==> src/rtl/freq_tap_out.sv <==
module freq_tap_out #(
  parameter int CNT_W = 20
) (
  input  logic       clk,
  input  logic       rst_n,
  input  logic       tick_32k,
  input  logic [3:0] rate_sel,
  input  logic       bat_gate_off,
  input  logic       on_battery,
  output logic       pull_low,
  output logic       fmode_active
);

  localparam int IW = $clog2(CNT_W);

  logic [3:0]       sel_q;
  logic [CNT_W-1:0] cnt;
  logic [IW-1:0]    tap_idx;
  logic             level;
  logic             gated;

  always_ff @(posedge clk) begin
    if (!rst_n) begin
      sel_q <= '0;
      cnt   <= '0;
    end else if (rate_sel != sel_q) begin
      sel_q <= rate_sel;
      cnt   <= '0;
    end else if (tick_32k) begin
      cnt <= cnt + 1'b1;
    end
  end

  assign tap_idx = IW'(sel_q) + IW'(4);

  always_comb begin
    case (sel_q)
      4'd0:    level = 1'b0;
      4'd1:    level = ~tick_32k;
      4'd2:    level = cnt[2];
      4'd3:    level = cnt[4];
      default: level = cnt[tap_idx];
    endcase
  end

  assign gated        = bat_gate_off & on_battery;
  assign pull_low     = level & ~gated;
  assign fmode_active = |rate_sel;

endmodule

==> config.mk <==
export PLATFORM = sky130hd
export DESIGN_NAME = freq_tap_out
export DESIGN_NICKNAME = d
export VERILOG_FILES = /design/src/rtl/freq_tap_out.sv
export SDC_FILE = /design/constraint.sdc
export NUM_CORES = 1
export LEC_CHECK = 0
export BUFFER_PORTS_ARGS = -buffer_cell sky130_fd_sc_hd__buf_2
export CAP_MARGIN = 20
export CORE_ASPECT_RATIO = 1.75
export CORE_MARGIN = 2
export CORE_UTILIZATION = 30
export CTS_BUF_LIST = sky130_fd_sc_hd__clkbuf_16
export CTS_CLUSTER_DIAMETER = 200
export DETAILED_ROUTE_END_ITERATION = 10
export MAX_ROUTING_LAYER = met4
export PLACE_DENSITY = 0.53
export SLEW_MARGIN = 40
export SYNTH_ARGS = -nofsm -noshare
export SYNTH_HDL_FRONTEND = slang
export SYNTH_SLANG_ARGS = --single-unit
==> constraint.sdc <==
create_clock -name clk -period 2.3 [get_ports clk]
set_input_delay 0 -clock clk [delete_from_list [all_inputs] [get_ports clk]]
set_output_delay 0 -clock clk [all_outputs]
set_load 0.03 [all_outputs]
## After elaboration in Yosys (flattened, before gate mapping)

Index checks and enable logic that the tools add are counted.

- Bits in registers: 24
- Input port bits: 9
- Output and inout port bits: 2
- Logic and storage cells: 20

- Add/subtract/negate cells: 2
- $lt $le $gt $ge: 1
- Eq/ne operators: 4
- Muxes and demuxes: 3
- Bitwise operators: 5
- Reduce and logical (&&, ||, !) cells: 3

Operators with widths:

| kind | number |
|---|---|
| 20-bit by 1-bit adder with 20-bit output, second input constant | 1 |
| 4-bit by 2-bit equality test with 1-bit output, second input constant | 2 |
| 5-bit by 6-bit < comparator with 1-bit output, second input constant | 1 |
| 4-bit by 3-bit adder with 5-bit output, second input constant | 1 |
| 1-bit binary-select mux with 5-bit select | 1 |
| 4-bit by 1-bit equality test with 1-bit output, second input constant | 1 |
| 4-bit zero test | 1 |
| 4-bit != test | 1 |
| 1-bit one-hot mux with 4 select lines | 1 |
| 4-bit OR reduction | 1 |
| 1-bit inverter | 3 |
| 1-bit AND | 2 |
| 2-bit OR reduction | 1 |
| 1-bit 2-to-1 mux | 1 |

## Depth between registers and ports, before layout

- Word-level depth: 5
- Mapped depth: 8
- Depth with buffers taken out: 6

## Worst setup path before layout

Ideal clock, no wire load.

- Path kind: reg2out
- From: register sel_q[2]
- To: output port pull_low
- Arrival time: 2.259 ns
- Data required time: 2.300 ns
- Path slack: 0.041 ns
- Stages on the path, launching flop included: 9
- Path buffers: 2
- Cell sequence: dfxtp_1 clkbuf_1 inv_1 ha_1 clkbuf_1 mux4_1 mux2i_1 o221ai_1 and3_1

- Longest elaborated chain between the ends: 5
- Elaborated cells between the ends (all ways): 9
- Classes of those cells: add/sub (1); eq/ne (3); mux (3); bitwise (1); reduce/logical (1)

RTL lines:

| element | line | source |
|---|---|---|
| start, declared | 16 | `logic [3:0] sel_q;` |
| start signal, assigned | 27 | `sel_q <= rate_sel;` |
| 4-bit by 3-bit adder with 5-bit output | 34 | `assign tap_idx = IW'(sel_q) + IW'(4);` |
| 1-bit binary-select mux with 5-bit select | 42 | `default: level = cnt[tap_idx];` |
| 1-bit 2-to-1 mux (implied by the code) | 42 |  |
| 1-bit one-hot mux with 4 select lines * | 37 | `case (sel_q)` |
| 1-bit AND * | 47 | `assign pull_low = level & ~gated;` |
| end, declared | 10 | `output logic pull_low,` |

Every way passes the cells marked *; elsewhere a longest branch is shown, timed or not. The select of a mux whose other input is x is not followed.

## Worst setup path in the final report

- From: register sel_q[3]
- To: output port pull_low

The elaborated chain is that of the path after synthesis.

==> out/metrics.cfg <==
[outcome]
status = finished clean

[floorplan]
core_um2 = 4324
ios = 11
row_count = 32
start_util = 0.3076
dieArea_um2 = 5003
fp.dieH_um = 92.08
fp.dieW_um = 54.33

[worst_setup_path]
critPathMaxFanout = 6
critPathKind = register to output port
start_kind = register
critPathCaptureType = output port
required_ns = 2.30
arrival_ns = 2.18

[final_layout]
diodes = 0
drive_gt1_frac = 0.2000
final_common_cell = dfxtp_1
fin_nets = 174
layout_common_cells = dfxtp_1, nor2_1, buf_2
final_cells = 211
area_growth_pct = 17.59

[place]
gp_congestion = 0.8566
post-place-cells = 206
hpwl_mm = 2.349
portBuffers = 10

[cts]
postCtsSetupBuffers = 0
clk_pin_slew_ns = 0.06
htree_num_levels = 1
cts_buffers = 3
cts.sinks = 24
clkLatencyLatePin_ns = 0.25
cts-root-buf = clkbuf_16
cts_buffer_depth = 2
cts_tree = built

[grt]
grt_util_all_layers = 0.1417
grt_pass1_vias = 1113
grt_remaining_overflow = 0
grt_max_degree = 21
antenna_found_initial = 0
grt_pass1_wl_mm = 5.140

[yosys]
yosysSeqAreaShare = 0.3612
synth-seq-cells = 24
avgSynthCellArea_um2 = 9.110
ys_types = 42
synthCells = 146
yosys_warnings = 0
syn-num-nets = 158
syn-cell-area_um2 = 1330

[timing]
slew_headroom = 0.7894
skew_ns = 0.005083
final_max_slew_viol_count = 0
rsz0062_at_grt = false
setup_viol = 0
tightest_slew_ns = 0.3127
hold_violations = 0
max_freq_mhz = 458.0
final.setup.tns_ns = 0
fin_crit_ns = 2.183
period_share = 0.9493

[power]
p_leak_uw = 0.0005349
p_per_area_nw_per_um2 = 550.3
ir_drop_uv = 273.2

[routing]
drc = 0
totalWireLength_mm = 3.076
vias_per_cell = 5.374
dr.pass1.iters = 4
ant_nets = 0
wl_per_cell_um = 14.58
num_vias = 1134
initialDrtViolationCount = 27

[flow_run]
cap_violations = 0

[worst_hold_path]
hold_class = input pin to register

==> routing by layer <==
layer | part of all wire | global-route usage
met2 | 0.57 | 0.2631
met3 | 0.027 | 0.02443
met4 | 0.014 | 0.04792
met5 | 0 | -
met1 | 0.39 | 0.1377
==> timing repair <==
item,CTS,global route
resized for setup,1,1
endpoints found under the setup margin,1,1
hold endpoints to repair,2,0
hold buffers,2,0
==> synthesized netlist by cell type <==
library cell  number  area share
a21oi_1            6       0.023
a222oi_1           1      0.0075
a31oi_1            1      0.0047
a32oi_1            1      0.0066
a41oi_1            1      0.0066
and2_1             5       0.024
and3_1             3       0.014
and4_1             1      0.0066
and4_2             1      0.0075
buf_2              2      0.0075
clkbuf_1           4       0.011
dfxtp_1           24        0.36
ha_1               3       0.028
inv_1              7       0.020
inv_2              1      0.0028
mux2_2             2       0.017
mux2i_1            2       0.015
mux4_1             1       0.020
mux4_2             3       0.051
nand2_1            8       0.023
nand2b_1           1      0.0047
nand3_1            6       0.023
nand4_1            4       0.019
nand4_2            1      0.0094
nand4_4            1       0.016
nand4b_1           1      0.0066
nor2_1            15       0.042
nor3_1             3       0.011
nor3b_1            1      0.0056
nor4_1             1      0.0047
o21ai_0            7       0.026
o21ba_2            1      0.0075
o221ai_1           1      0.0066
o22ai_1            2      0.0094
o31ai_1            2       0.011
or3_1              4       0.019
or4_1              1      0.0056
or4_2              1      0.0066
or4_4              2       0.017
or4b_1             1      0.0075
xnor2_1            6       0.040
xor2_1             7       0.046
==> worst max-delay path: stages (launching register included) <==
cell      delay (ns)
dfxtp_1         0.33
inv_1           0.09
ha_4            0.33
mux4_1          0.55
mux2i_1         0.15
o221ai_1        0.13
and3_1          0.18
buf_2           0.17
==> power breakdown <==
part	internal, uW	total, uW	switching [uW]	leakage, uW
registers	420	425	4.70	0.000194
clock network	230	367	137	0.0000370
logic	33.8	69.2	35.4	0.000304
total	683	861	177	0.000535
==> stage by stage <==
stage	instance area, um^2	worst slack [ns]	power, uW	util	hold WS [ns]
2_1_floorplan	1330	0.04075	474.8	-	0.1217
3_3_place_gp	1456	0.3321	494.7	0.3368	0.2405
3_5_place_dp	1456	0.2681	496.3	0.3368	0.2449
4_1_cts	1554	0.03320	868.4	0.3594	0.0004794
5_1_grt	1564	0.01916	890.0	0.3617	0.01412
6_report	1564	0.1167	860.7	0.3617	0.006192
==> sequential cells by signal (all words and copies together) (netlist names) <==
name,cells
cnt,20
sel_q,4
==> layout make-up <==
class,instances,area [um^2]
Sequential cell,24,480.5
Multi-Input combinational cell,108,807.0
Timing Repair Buffer,17,107.6
Fill cell,449,2760
Tap cell,51,63.81
Inverter,8,30.03
Clock buffer,3,75.07
==> path summary, 6_finish.rpt <==
path / start / to / slack (ns) / cells after the start
worst max-delay path: sel_q[3]$_SDFFE_PN0P_ / pull_low / 0.12 / 7
worst min-delay path: rate_sel[2] / sel_q[2]$_SDFFE_PN0P_ / 0.006 / 2
worst max register to register: cnt[5]$_SDFFE_PP0P_ / cnt[18]$_SDFFE_PP0P_ / 0.46 / 4
worst min register to register: cnt[19]$_SDFFE_PP0P_ / cnt[19]$_SDFFE_PP0P_ / 0.49 / 2
==> logic make-up after synthesis <==
logic type,synth area share
adders and majority gates,0.02823
DFF,0.3612
and+or+nand+nor,0.2719
buffers and inverters,0.04139
xor gates and xnor gates,0.08561
muxes,0.1025
AOI/OAI and AO/OA,0.1091
(Power assumes the default switching activity.)
